<file path="src/rtl/zol_pkg.sv">
package zol_pkg;

  typedef enum logic [2:0] {
    OP_SEQ  = 3'd0,
    OP_JUMP = 3'd1,
    OP_CALL = 3'd2,
    OP_RET  = 3'd3,
    OP_LOOP = 3'd4
  } zol_op_e;

endpackage

</file>
<file path="src/rtl/zol_stack.sv">
module zol_stack #(
  parameter int W     = 14,
  parameter int DEPTH = 4
) (
  input  logic         clk,
  input  logic         rst_n,
  input  logic         push,
  input  logic         pop,
  input  logic         wr_top,
  input  logic [W-1:0] push_data,
  input  logic [W-1:0] top_wdata,
  output logic [W-1:0] top,
  output logic         empty,
  output logic         full,
  output logic         ovf
);

  localparam int CNTW = $clog2(DEPTH + 1);
  localparam int IW   = (DEPTH > 1) ? $clog2(DEPTH) : 1;

  logic [CNTW-1:0] cnt_q, cnt_d;
  logic            ovf_q, ovf_d;
  logic [W-1:0]    mem [DEPTH];
  logic [IW-1:0]   wr_idx, top_idx;

  assign empty   = (cnt_q == '0);
  assign full    = (cnt_q == CNTW'(DEPTH));
  assign wr_idx  = IW'(cnt_q);
  assign top_idx = IW'(cnt_q - CNTW'(1));
  assign top     = empty ? '0 : mem[top_idx];
  assign ovf     = ovf_q;

  // occupancy and sticky overflow next state
  always_comb begin
    cnt_d = cnt_q;
    ovf_d = ovf_q;
    if (push) begin
      if (full) ovf_d = 1'b1;
      else      cnt_d = cnt_q + CNTW'(1);
    end else if (pop && !empty) begin
      cnt_d = cnt_q - CNTW'(1);
    end
  end

  always_ff @(posedge clk or negedge rst_n) begin
    if (!rst_n) begin
      cnt_q <= '0;
      ovf_q <= 1'b0;
    end else begin
      cnt_q <= cnt_d;
      ovf_q <= ovf_d;
    end
  end

  // storage: no reset, written only on an accepted push or a top update
  always_ff @(posedge clk) begin
    if (push && !full)
      mem[wr_idx] <= push_data;
    else if (wr_top && !empty && !pop)
      mem[top_idx] <= top_wdata;
  end


  push_grow_chk: assert property (@(posedge clk) disable iff (!rst_n)
    (push && !full) |=> (cnt_q == $past(cnt_q) + CNTW'(1)));


  push_full_ovf_chk: assert property (@(posedge clk) disable iff (!rst_n)
    (push && full) |=> (ovf && cnt_q == CNTW'(DEPTH)));


  ovf_sticky_chk: assert property (@(posedge clk) disable iff (!rst_n)
    ovf |=> ovf);


  pop_shrink_chk: assert property (@(posedge clk) disable iff (!rst_n)
    (pop && !push && !empty) |=> (cnt_q == $past(cnt_q) - CNTW'(1)));

endmodule

</file>
<file path="src/rtl/zol_next_pc.sv">
module zol_next_pc
  import zol_pkg::*;
#(
  parameter int AW = 14,
  parameter int CW = 14
) (
  input  logic [AW-1:0] pc,
  input  logic          stall,
  input  logic [2:0]    op,
  input  logic [AW-1:0] target,
  input  logic          cond_true,
  input  logic [AW-1:0] ret_top,
  input  logic          ret_empty,
  input  logic          lp_active,
  input  logic [AW-1:0] lp_start,
  input  logic [AW-1:0] lp_end,
  input  logic [CW-1:0] lp_count,
  output logic [AW-1:0] npc,
  output logic          ret_push,
  output logic          ret_pop,
  output logic          lp_push,
  output logic          lp_pop,
  output logic          lp_dec
);

  logic [AW-1:0] seq_pc;
  logic          skip_loop_chk;
  logic          at_loop_end;

  assign seq_pc      = pc + AW'(1);
  assign at_loop_end = lp_active && (pc == lp_end);

  always_comb begin
    npc           = seq_pc;
    ret_push      = 1'b0;
    ret_pop       = 1'b0;
    lp_push       = 1'b0;
    lp_pop        = 1'b0;
    lp_dec        = 1'b0;
    skip_loop_chk = 1'b0;

    case (op)
      OP_JUMP: begin
        if (cond_true) begin
          npc           = target;
          skip_loop_chk = 1'b1;
        end
      end
      OP_CALL: begin
        if (cond_true) begin
          npc           = target;
          ret_push      = 1'b1;
          skip_loop_chk = 1'b1;
        end
      end
      OP_RET: begin
        if (cond_true && !ret_empty) begin
          npc           = ret_top;
          ret_pop       = 1'b1;
          skip_loop_chk = 1'b1;
        end
      end
      OP_LOOP: begin
        lp_push       = 1'b1;
        skip_loop_chk = 1'b1;
      end
      default: ;
    endcase

    if (!skip_loop_chk && at_loop_end) begin
      if (lp_count > CW'(1)) begin
        npc    = lp_start;
        lp_dec = 1'b1;
      end else begin
        lp_pop = 1'b1;
      end
    end

    if (stall) begin
      npc      = pc;
      ret_push = 1'b0;
      ret_pop  = 1'b0;
      lp_push  = 1'b0;
      lp_pop   = 1'b0;
      lp_dec   = 1'b0;
    end
  end

endmodule

</file>
<file path="src/rtl/zol_sequencer.sv">
module zol_sequencer
  import zol_pkg::*;
#(
  parameter int            AW         = 14,
  parameter int            CW         = 14,
  parameter int            PC_DEPTH   = 16,
  parameter int            LOOP_DEPTH = 4,
  parameter logic [AW-1:0] RESET_ADDR = '0
) (
  input  logic          clk,
  input  logic          rst_n,
  input  logic          stall,
  input  logic [2:0]    op,
  input  logic [AW-1:0] target,
  input  logic          cond_true,
  input  logic [AW-1:0] loop_end,
  input  logic [CW-1:0] loop_count,
  output logic [AW-1:0] fetch_addr,
  output logic          pc_ovf,
  output logic          loop_ovf
);

  localparam int LAW = 2 * AW;

  logic [AW-1:0]  pc_q, pc_d, npc;
  logic           pc_en;
  logic           ret_push, ret_pop, lp_push, lp_pop, lp_dec;
  logic [AW-1:0]  ret_top;
  logic           ret_empty, ret_full;
  logic [LAW-1:0] la_top, la_push_data;
  logic           la_empty, la_full, la_ovf;
  logic [CW-1:0]  lc_top, lc_dec_val;
  logic           lc_empty, lc_full, lc_ovf;
  logic [AW-1:0]  lp_start_top, lp_end_top;
  logic [AW-1:0]  ret_push_data;

  assign ret_push_data = pc_q + AW'(1);
  assign la_push_data  = {pc_q + AW'(1), loop_end};
  assign lp_start_top  = la_top[LAW-1:AW];
  assign lp_end_top    = la_top[AW-1:0];
  assign lc_dec_val    = lc_top - CW'(1);

  zol_next_pc #(.AW(AW), .CW(CW)) u_next (
    .pc        (pc_q),
    .stall     (stall),
    .op        (op),
    .target    (target),
    .cond_true (cond_true),
    .ret_top   (ret_top),
    .ret_empty (ret_empty),
    .lp_active (!la_empty),
    .lp_start  (lp_start_top),
    .lp_end    (lp_end_top),
    .lp_count  (lc_top),
    .npc       (npc),
    .ret_push  (ret_push),
    .ret_pop   (ret_pop),
    .lp_push   (lp_push),
    .lp_pop    (lp_pop),
    .lp_dec    (lp_dec)
  );

  zol_stack #(.W(AW), .DEPTH(PC_DEPTH)) u_ret_stack (
    .clk       (clk),
    .rst_n     (rst_n),
    .push      (ret_push),
    .pop       (ret_pop),
    .wr_top    (1'b0),
    .push_data (ret_push_data),
    .top_wdata ('0),
    .top       (ret_top),
    .empty     (ret_empty),
    .full      (ret_full),
    .ovf       (pc_ovf)
  );

  zol_stack #(.W(LAW), .DEPTH(LOOP_DEPTH)) u_loop_addr_stack (
    .clk       (clk),
    .rst_n     (rst_n),
    .push      (lp_push),
    .pop       (lp_pop),
    .wr_top    (1'b0),
    .push_data (la_push_data),
    .top_wdata ('0),
    .top       (la_top),
    .empty     (la_empty),
    .full      (la_full),
    .ovf       (la_ovf)
  );

  zol_stack #(.W(CW), .DEPTH(LOOP_DEPTH)) u_loop_cnt_stack (
    .clk       (clk),
    .rst_n     (rst_n),
    .push      (lp_push),
    .pop       (lp_pop),
    .wr_top    (lp_dec),
    .push_data (loop_count),
    .top_wdata (lc_dec_val),
    .top       (lc_top),
    .empty     (lc_empty),
    .full      (lc_full),
    .ovf       (lc_ovf)
  );

  assign loop_ovf = la_ovf | lc_ovf;

  // program counter: next state and register with explicit enable
  assign pc_en = !stall;
  assign pc_d  = npc;

  always_ff @(posedge clk or negedge rst_n) begin
    if (!rst_n)     pc_q <= RESET_ADDR;
    else if (pc_en) pc_q <= pc_d;
  end

  assign fetch_addr = pc_q;


  jmp_taken_chk: assert property (@(posedge clk) disable iff (!rst_n)
    (!stall && op == OP_JUMP && cond_true) |=> (fetch_addr == $past(target)));


  call_save_chk: assert property (@(posedge clk) disable iff (!rst_n)
    (!stall && op == OP_CALL && cond_true && !ret_full)
      |=> (fetch_addr == $past(target) && ret_top == $past(fetch_addr) + AW'(1)));


  loop_back_chk: assert property (@(posedge clk) disable iff (!rst_n)
    (!stall && op == OP_SEQ && !la_empty && fetch_addr == lp_end_top && lc_top > CW'(1))
      |=> (fetch_addr == $past(lp_start_top) && lc_top == $past(lc_top) - CW'(1)));


  stall_hold_chk: assert property (@(posedge clk) disable iff (!rst_n)
    stall |=> ($stable(fetch_addr) && $stable(ret_top) && $stable(la_top) && $stable(lc_top)));


  loop_stacks_sync_chk: assert property (@(posedge clk) disable iff (!rst_n)
    (la_empty == lc_empty) && (la_full == lc_full));

endmodule

</file>
<file path="config.mk">
export PLATFORM = sky130hd
export DESIGN_NAME = zol_sequencer
export DESIGN_NICKNAME = d
export VERILOG_FILES = /design/src/rtl/zol_pkg.sv /design/src/rtl/zol_stack.sv /design/src/rtl/zol_next_pc.sv /design/src/rtl/zol_sequencer.sv
export SDC_FILE = /design/constraint.sdc
export NUM_CORES = 1
export LEC_CHECK = 0
export CAP_MARGIN = 0
export CORE_ASPECT_RATIO = 1.4
export CORE_MARGIN = 2
export CORE_UTILIZATION = 40
export DETAILED_ROUTE_END_ITERATION = 10
export DONT_BUFFER_PORTS = 1
export PLACE_DENSITY = 0.51
export REMOVE_ABC_BUFFERS = 1
export SLEW_MARGIN = 20
export SYNTH_ARGS = -nofsm -noshare
export SYNTH_HDL_FRONTEND = slang
export SYNTH_HIERARCHICAL = 1
export SYNTH_SLANG_ARGS = --single-unit
</file>
<file path="constraint.sdc">
create_clock -name clk -period 5.87 [get_ports clk]
set_input_delay 0.8805 -clock clk [delete_from_list [all_inputs] [get_ports clk]]
set_output_delay 0.8805 -clock clk [all_outputs]
set_load 0.02 [all_outputs]
</file>
==> results of run 1 <==
## power by group through the flow
stage          Clock (mW)  Sequential (mW)  Combinational [mW]
6_report             2.72             4.26                4.23
5_1_grt              2.92             4.31                4.62
4_1_cts              2.81             4.26                4.30
3_5_place_dp            0             4.33                4.28
3_3_place_gp            0             4.31                4.26
2_1_floorplan           0             4.39                2.96
## final cells by class
cell class | instances | area, sq um | share of cell area
sequential | 420 | 12500 | 0.572
multi-input combinational | 720 | 6700 | 0.307
clock buffer | 53 | 1130 | 0.0520
tap | 630 | 788 | 0.0361
timing repair buffer | 43 | 335 | 0.0154
clock inverter | 27 | 282 | 0.0129
inverter | 26 | 103 | 0.00470
## final timing paths
path,slack [ns],to,start,depth (start not counted)
setup reg to reg,0.95,u_loop_cnt_stack/mem[0][3],u_loop_addr_stack/cnt_q[1],12
hold / removal,0.15,u_loop_cnt_stack/cnt_q[0],rst_n,1
min in group clk,0.46,u_loop_cnt_stack/ovf,u_loop_cnt_stack/ovf,1
max in group asynchronous,5.51,u_loop_addr_stack/cnt_q[0],rst_n,1
hold reg to reg,0.46,u_loop_cnt_stack/ovf,u_loop_cnt_stack/ovf,1
setup / recovery,0.95,u_loop_cnt_stack/mem[0][3],u_loop_addr_stack/cnt_q[1],12
## state kept, by name, indices dropped and copies added, names as in the netlist
name	cells
u_ret_stack/mem	224
u_loop_addr_stack/mem	112
u_loop_cnt_stack/mem	56
fetch_addr	14
u_ret_stack/cnt_q	5
u_loop_addr_stack/cnt_q	3
u_loop_cnt_stack/cnt_q	3
u_loop_addr_stack/ovf	1
u_loop_cnt_stack/ovf	1
u_ret_stack/ovf	1
## worst max-delay path, cell delays in order, from the launching register on
cell and delay (ns):
dfrtp_1 0.39, inv_1 0.12, ha_1 0.81, mux4_2 0.40
and2_1 0.17, xnor2_1 0.15, nand4_1 0.18, nor3_1 0.41
nand3_1 0.23, nor3b_1 0.34, nor2b_1 0.40, nand3_2 0.47
mux2_1 0.54
## per-layer routing
metal  track usage  up-vias  part of all wire
met5             0        -                 0
met4        0.0503        0             0.020
met3        0.0310       57             0.040
met2         0.321      177              0.53
met1         0.217     5393              0.41
li1              -     4763                 -
## placed cells by master (no fill, tap or decap), types with 37 or more instances in the layout
cell type	n
nor2_1	47
nand2_1	77
edfxtp_1	392
clkbuf_16	43
buf_4	42
mux2i_1	37
mux4_2	98
and2_1	45
conb_1	46
mux2_2	51
## stage by stage
stage           util  setup slack [ns]  std cells
2_1_floorplan      -            -0.339       1166
3_3_place_gp   0.425             0.986       1838
6_report       0.455             0.952       1919
5_1_grt        0.455             0.594       1919
4_1_cts        0.455             0.859       1919
3_5_place_dp   0.425             0.895       1838
## what timing repair did
| item | 4_1_cts | 5_1_grt |
|---|---|---|
| hold endpoints to repair | 28 | 0 |
| hold buffers | 1 | 0 |
| resized for setup | 0 | 0 |
==> flow_metrics.py, run 1 <==
metrics = {
    "run_status": {
        "status": "complete, no violations",
    },
    "place": {
        "place_area_sq_um": 20400,
        "dp_hpwl_um": 29300,
        "place.gp.congestion": 0.791,
        "port_buffers": 0,
    },
    "grt": {
        "grt_pass1_vias": 10853,
        "grt_max_degree": 51,
        "overflow": 0,
        "grt_use_total": 0.178,
        "grt_pass1_wl_um": 67200,
        "antenna_found_initial": 0,
    },
    "route": {
        "postRouteAntennaNets": 0,
        "drc": 0,
        "first_pass_iters": 5,
        "drt-total-wl_um": 43900,
        "routedWlPerCell_um": 22.9,
        "vias": 10390,
        "drtIter0Drc": 576,
        "post_drt_via_cell_ratio": 5.41,
    },
    "clock_network": {
        "cts_buffer_depth": 3,
        "cts-buffers-inserted": 43,
        "clk_latency_ns": 0.57,
        "cts_max_level": 2,
        "cts_num_sinks": 420,
        "cts_root_buffer": "clkbuf_16",
        "cts_tree": "yes",
        "clkTransAtPathRegs_ns": 0.06,
        "postCtsSetupRepairBufs": 0,
    },
    "final_layout": {
        "nets": 1315,
        "layout-drive-gt1-share": 0.230,
        "diodes": 0,
        "nFillCells": 4166,
        "fin_area_sq_um": 21800,
        "syn_to_final_growth_pct": 12.7,
    },
    "synth": {
        "syn_area_per_cell_sq_um": 16.4,
        "yosysWarnings": 6,
        "syn_area_sq_um": 19400,
        "synth_cells": 1179,
    },
    "power": {
        "p_sw_frac": 0.345,
        "p_seq_frac": 0.380,
        "comb_power_share": 0.377,
        "leakagePower_nw": 7.19,
        "p_total_mw": 11.2,
        "clockPowerShare": 0.243,
        "vdd_ir_drop_max_uv": 290,
        "p_switching_mw": 3.86,
        "powerDensity_nw_per_um2": 514,
        "internal-power_mw": 7.34,
    },
    "timing": {
        "hold_viol": 0,
        "finalSetupViolations": 0,
        "period_share": 0.838,
        "rsz0062_at_grt": "no",
        "fin_hold_ws_ns": 0.155,
        "fin_worst_skew_ns": 0.0218,
        "drv_slew": 0,
        "fin_tns_setup_ns": 0,
        "min_period_ns": 4.92,
        "worstMarginPinSlew_ns": 1.10,
        "maxSlewHeadroom": 0.265,
        "fmaxAchievable_mhz": 203,
    },
    "floorplan": {
        "rows": 95,
        "die_w_um": 190,
        "coreArea_sq_um": 47900,
        "ioPinCount": 65,
        "initial_core_util": 0.404,
        "die_h_um": 264,
        "die-area_sq_um": 50200,
    },
    "hold_path": {
        "hold_class": "primary input to asynchronous set/reset pin",
    },
    "setup_path": {
        "cp.required_ns": 6.15,
        "worst-setup-path-type": "register to register",
        "critPathCaptureType": "register",
        "path_max_fanout": 17,
        "arrival_ns": 5.20,
        "worst_setup_path_start_kind": "register",
    },
    "flow_run": {
        "cap_violations": 0,
    },
}
No activity file was read; power rests on OpenSTA's default activity.
==> inputs of run 2 (changes only) <==
--- a/config.mk
+++ b/config.mk
@@ -11,7 +11,7 @@
 export CORE_UTILIZATION = 40
 export DETAILED_ROUTE_END_ITERATION = 10
 export DONT_BUFFER_PORTS = 1
-export PLACE_DENSITY = 0.51
+export PLACE_DENSITY = 0.53
 export REMOVE_ABC_BUFFERS = 1
 export SLEW_MARGIN = 20
 export SYNTH_ARGS = -nofsm -noshare
==> constraint.sdc (replaced) <==
create_clock -name clk -period 4.3 [get_ports clk]
set_input_delay 0.645 -clock clk [delete_from_list [all_inputs] [get_ports clk]]
set_output_delay 0.645 -clock clk [all_outputs]
set_load 0.02 [all_outputs]
==> flow_metrics.py, run 2 (synthesis gave the netlist of run 1 again) <==
metrics = {
    "route": {
        "drc": 0,
        "postRouteAntennaNets": 0,
        "post_drt_via_cell_ratio": 5.47,
        "dr.max_layer_used": "met4",
        "wl_met2_um": 23100,
        "drt-total-wl_um": 44200,
        "dr_wl_met3_um": 1960,
        "m1WireLength_um": 18200,
        "routedWlPerCell_um": 22.8,
        "drtIter0Drc": 674,
        "first_pass_iters": 6,
        "vias": 10635,
    },
    "final_layout": {
        "final_cells": 1943,
        "largest_registers": "u_ret_stack/mem (224), u_loop_addr_stack/mem (112), u_loop_cnt_stack/mem (56)",
        "syn_to_final_growth_pct": 14.0,
        "diodes": 0,
        "layout_commonest_cell": "edfxtp_1",
        "largest_register_ffs": 224,
        "final_cell_mix": "edfxtp_1, mux4_2, nand2_1",
        "top_register": "u_ret_stack/mem",
        "nets": 1346,
        "layout-drive-gt1-share": 0.246,
    },
    "timing": {
        "hold_viol": 0,
        "min_period_ns": 4.03,
        "worstMarginPinSlew_ns": 1.14,
        "maxSlewHeadroom": 0.236,
        "rsz0062_at_grt": "no",
        "fin_worst_skew_ns": 0.0298,
        "period_share": 0.938,
        "drv_slew": 0,
        "finalSetupViolations": 0,
        "fmaxAchievable_mhz": 248,
    },
    "place": {
        "placedCellCount": 1869,
        "port_buffers": 0,
        "place.gp.congestion": 0.789,
        "dp_hpwl_um": 29400,
    },
    "flow_run": {
        "cap_violations": 0,
    },
    "power": {
        "clockPowerShare": 0.234,
        "powerDensity_nw_per_um2": 699,
        "p_switching_mw": 5.31,
        "vdd_ir_drop_max_uv": 482,
        "internal-power_mw": 10.1,
        "leakagePower_nw": 7.32,
        "p_sw_frac": 0.344,
        "p_seq_frac": 0.362,
        "comb_power_share": 0.405,
        "p_total_mw": 15.4,
    },
    "grt": {
        "overflow": 0,
        "antenna_found_initial": 0,
        "grt_pass1_wl_um": 68000,
        "grt_pass1_vias": 10859,
        "grt_use_total": 0.178,
        "grt_max_degree": 66,
    },
    "setup_path": {
        "r2r_start": "u_loop_addr_stack/cnt_q[1]",
        "cp-endpoint": "u_loop_cnt_stack/mem[0][8]",
        "rr_worst_depth": 13,
        "path_delay_family": "simple AND/OR/NAND/NOR gates",
        "r2r_end": "u_loop_cnt_stack/mem[0][8]",
        "critPathCaptureType": "register",
        "path_max_fanout": 21,
        "crit_buf_inv": 3,
        "arrival_ns": 4.29,
        "cp.required_ns": 4.56,
        "critPathLaunch": "u_loop_addr_stack/cnt_q[1]",
        "worst_setup_path_start_kind": "register",
        "rrSetupSlack_ns": 0.27,
        "crit_cells": 13,
        "worst-setup-path-type": "register to register",
        "cp_slowest_cell": "or4_1",
        "crit_chain": "inv_1, ha_1, buf_12, mux4_2, and2_1, xor2_1, a2111oi_2, nand3_2, nor3b_2, nand2b_1, or4_1, a21oi_1, buf_4",
        "slowest_delay_ns": 0.51,
    },
    "clock_network": {
        "postCtsSetupRepairBufs": 0,
        "cts-buffers-inserted": 42,
        "clk_latency_ns": 0.57,
        "cts_tree": "yes",
        "cts_buffer_depth": 3,
        "cts_num_sinks": 420,
        "cts_max_level": 2,
        "cts_root_buffer": "clkbuf_16",
        "clkTransAtPathRegs_ns": 0.06,
    },
    "hold_path": {
        "hold-path-cell-count": 1,
        "hold_class": "primary input to register",
    },
    "floorplan": {
        "initial_core_util": 0.404,
        "rows": 95,
        "die_w_um": 190,
        "coreArea_sq_um": 47900,
        "die_h_um": 264,
        "ioPinCount": 65,
        "die-area_sq_um": 50200,
    },
    "run_status": {
        "status": "complete, no violations",
    },
}
[run 2: cell types whose count changed in the layout (fill, tap and decap cells not counted), sizes merged]
cell         previous run  this run
buf                    43        74
dlygate4sd3             0         1
clkinv                 19        10
clkinvlp                2         3
[run 2: area by class of cell]
class                           instances  area [sq um]
Timing Repair Buffer                   75           628
Clock inverter                         19           238
Fill cell                            4154         25800
Inverter                               26           103
Clock buffer                           53          1100
Sequential cell                       420         12500
Multi-Input combinational cell        720          6720
Tap cell                              630           788
[run 2: per-layer routing]
layer  vias to the layer above  global-route usage
met3                        59              0.0248
met5                         -                   0
met1                      5513               0.230
met2                       241               0.316
li1                       4822                   -
met4                         0              0.0459
[run 2: power groups by stage]
stage	Clock (mW)	Sequential, mW	Combinational, mW
after floorplan	0	5.99	4.04
after global placement	0	5.65	6.28
after detailed placement	0	5.67	6.30
after CTS	3.69	5.59	6.34
after global routing	3.83	5.63	6.79
final	3.60	5.58	6.24
[run 2: stage by stage]
step / TNS [ns] / setup slack, ns / area (sq um) / utilization / hold slack [ns]
after floorplan: -242.78 / -1.91 / 19200 / - / 0.349
after global placement: 0 / 0.165 / 20700 / 0.431 / 0.353
after detailed placement: 0 / 0.144 / 20700 / 0.431 / 0.353
after CTS: 0 / 0.115 / 22000 / 0.460 / 0.218
after global routing: 0 / 0.0657 / 22100 / 0.460 / 0.242
final: 0 / 0.267 / 22100 / 0.460 / 0.240
[run 2: how the worst min path moves through the flow]
stage / end / startpoint / slack [ns]
finish: fetch_addr[5] / stall / 0.24
global route: fetch_addr[5] / stall / 0.24
CTS: fetch_addr[5] / stall / 0.22
detailed placement: u_loop_addr_stack/ovf / rst_n / 0.35
global placement: u_loop_addr_stack/ovf / rst_n / 0.35
floorplan: fetch_addr[0] / rst_n / 0.35
[run 2: worst register-to-register path, stage by stage (launching register included)]
cell	delay [ns]
dfrtp_1	0.38
inv_1	0.10
ha_1	0.44
buf_12	0.22
mux4_2	0.31
and2_1	0.18
xor2_1	0.15
a2111oi_2	0.48
nand3_2	0.20
nor3b_2	0.23
nand2b_1	0.10
or4_1	0.51
a21oi_1	0.22
buf_4	0.22
[run 2: timing repair]
| action | CTS | global route |
|---|---|---|
| gates resized for setup | 0 | 5 |
| setup endpoints to repair | 0 | 56 |
| hold endpoints to repair | 28 | 0 |
| hold buffers | 2 | 0 |
==> inputs of run 3 (changes only) <==
--- a/config.mk
+++ b/config.mk
@@ -8,13 +8,14 @@
 export CAP_MARGIN = 0
 export CORE_ASPECT_RATIO = 1.4
 export CORE_MARGIN = 2
-export CORE_UTILIZATION = 40
+export CORE_UTILIZATION = 30
 export DETAILED_ROUTE_END_ITERATION = 10
 export DONT_BUFFER_PORTS = 1
-export PLACE_DENSITY = 0.53
+export PLACE_DENSITY = 0.42
 export REMOVE_ABC_BUFFERS = 1
 export SLEW_MARGIN = 20
 export SYNTH_ARGS = -nofsm -noshare
 export SYNTH_HDL_FRONTEND = slang
 export SYNTH_HIERARCHICAL = 1
 export SYNTH_SLANG_ARGS = --single-unit
+export TNS_END_PERCENT = 50
==> flow_metrics.py, run 3 (synthesis gave the netlist of run 1 again) <==
metrics = {
    "final_layout": {
        "layout-drive-gt1-share": 0.255,
        "syn_to_final_growth_pct": 15.6,
        "final_cells": 2158,
        "largest_register_ffs": 224,
        "nFillCells": 6226,
        "top_register": "u_ret_stack/mem",
        "fin_area_sq_um": 22400,
        "largest_registers": "u_ret_stack/mem (224), u_loop_addr_stack/mem (112), u_loop_cnt_stack/mem (56)",
        "layout_commonest_cell": "edfxtp_1",
        "nets": 1345,
        "post-route-util": 0.349,
        "final_cell_mix": "edfxtp_1, mux4_2, nand2_1",
    },
    "place": {
        "place_ws_ns": 0.0651,
        "place.gp.congestion": 0.739,
        "dp_hpwl_um": 33100,
        "port_buffers": 0,
        "placedCellCount": 2077,
        "place_area_sq_um": 21000,
    },
    "power": {
        "p_sw_frac": 0.352,
        "powerDensity_nw_per_um2": 700,
        "vdd_ir_drop_max_uv": 345,
        "leakagePower_nw": 7.33,
        "p_seq_frac": 0.357,
        "p_switching_mw": 5.52,
        "comb_power_share": 0.408,
        "p_total_mw": 15.7,
        "clockPowerShare": 0.235,
        "internal-power_mw": 10.1,
    },
    "setup_path": {
        "crit_chain": "inv_1, ha_1, buf_12, mux4_2, and2_1, xor2_1, a2111oi_2, buf_4, nand3_1, nor3b_2, nand2b_1, or4_1, a21oi_2, buf_12",
        "crit_path_frequent_cell": "buf_12",
        "cp_slowest_cell": "or4_1",
        "path_max_fanout": 23,
        "path_delay_family": "simple AND/OR/NAND/NOR gates",
        "worst-setup-path-type": "register to register",
        "crit_buf_inv": 4,
        "arrival_ns": 4.29,
        "cp.required_ns": 4.58,
        "critPathCaptureType": "register",
        "slowest_delay_ns": 0.55,
        "worst_setup_path_start_kind": "register",
    },
    "timing": {
        "min_period_ns": 4.00,
        "worstMarginPinSlew_ns": 1.60,
        "rsz0062_at_grt": "no",
        "fin_worst_skew_ns": 0.0158,
        "drv_slew": 17,
        "finalSetupViolations": 0,
        "period_share": 0.931,
        "hold_viol": 0,
        "fmaxAchievable_mhz": 250,
        "fin_hold_ws_ns": 0.235,
        "finalWorstSetupSlack_ns": 0.296,
        "fin_tns_setup_ns": 0,
        "maxSlewHeadroom": -0.0713,
    },
    "clock_network": {
        "cts_num_sinks": 420,
        "cts_max_level": 2,
        "postCtsSetupRepairBufs": 0,
        "cts_buffer_depth": 3,
        "clk_latency_ns": 0.59,
        "clkTransAtPathRegs_ns": 0.06,
        "cts_root_buffer": "clkbuf_16",
        "cts_tree": "yes",
        "cts-buffers-inserted": 43,
    },
    "route": {
        "drc": 0,
        "vias": 10598,
        "drt-total-wl_um": 50400,
        "dr_wl_met3_um": 2090,
        "drtIter0Drc": 568,
        "routedWlPerCell_um": 23.4,
        "wl_met2_um": 26800,
        "postRouteAntennaNets": 0,
        "m1WireLength_um": 20400,
        "post_drt_via_cell_ratio": 4.91,
        "dr.max_layer_used": "met5",
        "first_pass_iters": 6,
    },
    "run_status": {
        "violations": "max-slew violations",
        "status": "complete, but fails checks",
    },
    "flow_run": {
        "cap_violations": 0,
    },
    "grt": {
        "grt_max_degree": 51,
        "overflow": 0,
        "grt_use_total": 0.153,
        "grt_pass1_wl_um": 74900,
        "antenna_found_initial": 2,
        "grt_pass1_vias": 11197,
    },
    "floorplan": {
        "die_w_um": 219,
        "initial_core_util": 0.302,
        "die-area_sq_um": 66600,
        "die_h_um": 305,
        "coreArea_sq_um": 64100,
        "rows": 110,
        "ioPinCount": 65,
    },
    "hold_path": {
        "hold_class": "primary input to register",
    },
}
run 3: cell types whose count changed in the layout (fill, tap and decap cells not counted), sizes merged:
cell	change
inv	+1
clkinv	+1
diode	+2
buf	-2
clkinvlp	-2
clkbuf	+5
run 3: cell type report:
cell class | count | area, sq um | share of cell area
well taps | 840 | 1050 | 0.0470
clock inverters | 19 | 225 | 0.0101
diodes | 2 | 5.00 | 0.000224
inverters | 26 | 103 | 0.00458
flip-flops and latches | 420 | 12500 | 0.558
clock buffers | 58 | 1130 | 0.0506
repair buffers | 73 | 626 | 0.0280
multi-input cells | 720 | 6760 | 0.302
run 3: timing repair:
action / 4_1_cts / 5_1_grt
hold buffers: 2 / 0
setup endpoints to repair: 0 / 56
resized for setup: 0 / 4
hold endpoints to repair: 28 / 0
run 3: power by group through the flow:
| stage | combinational, mW | clock, mW | sequential (mW) |
|---|---|---|---|
| 2_1_floorplan | 4.04 | 0 | 5.99 |
| 3_3_place_gp | 6.52 | 0 | 5.68 |
| 3_5_place_dp | 6.53 | 0 | 5.69 |
| 4_1_cts | 6.56 | 3.80 | 5.61 |
| 5_1_grt | 6.96 | 3.95 | 5.66 |
| 6_report | 6.39 | 3.68 | 5.60 |
run 3: per-layer routing:
metal,GRT usage,vias to the layer above
met4,0.0460,2
li1,-,4832
met1,0.182,5518
met2,0.278,180
met5,0,-
met3,0.0297,66
run 3: worst paths after layout:
check                                      startpoint                           to  slack [ns]  cells past startpoint
max in group asynchronous                       rst_n         u_ret_stack/cnt_q[0]        3.56                      2
hold / removal                                  stall                fetch_addr[4]        0.24                      1
setup reg to reg           u_loop_addr_stack/cnt_q[1]  u_loop_cnt_stack/mem[0][12]        0.30                     14
hold reg to reg                  u_loop_cnt_stack/ovf         u_loop_cnt_stack/ovf        0.45                      1
min in group asynchronous                       rst_n                fetch_addr[1]        0.52                      2
setup / recovery           u_loop_addr_stack/cnt_q[1]  u_loop_cnt_stack/mem[0][12]        0.30                     14
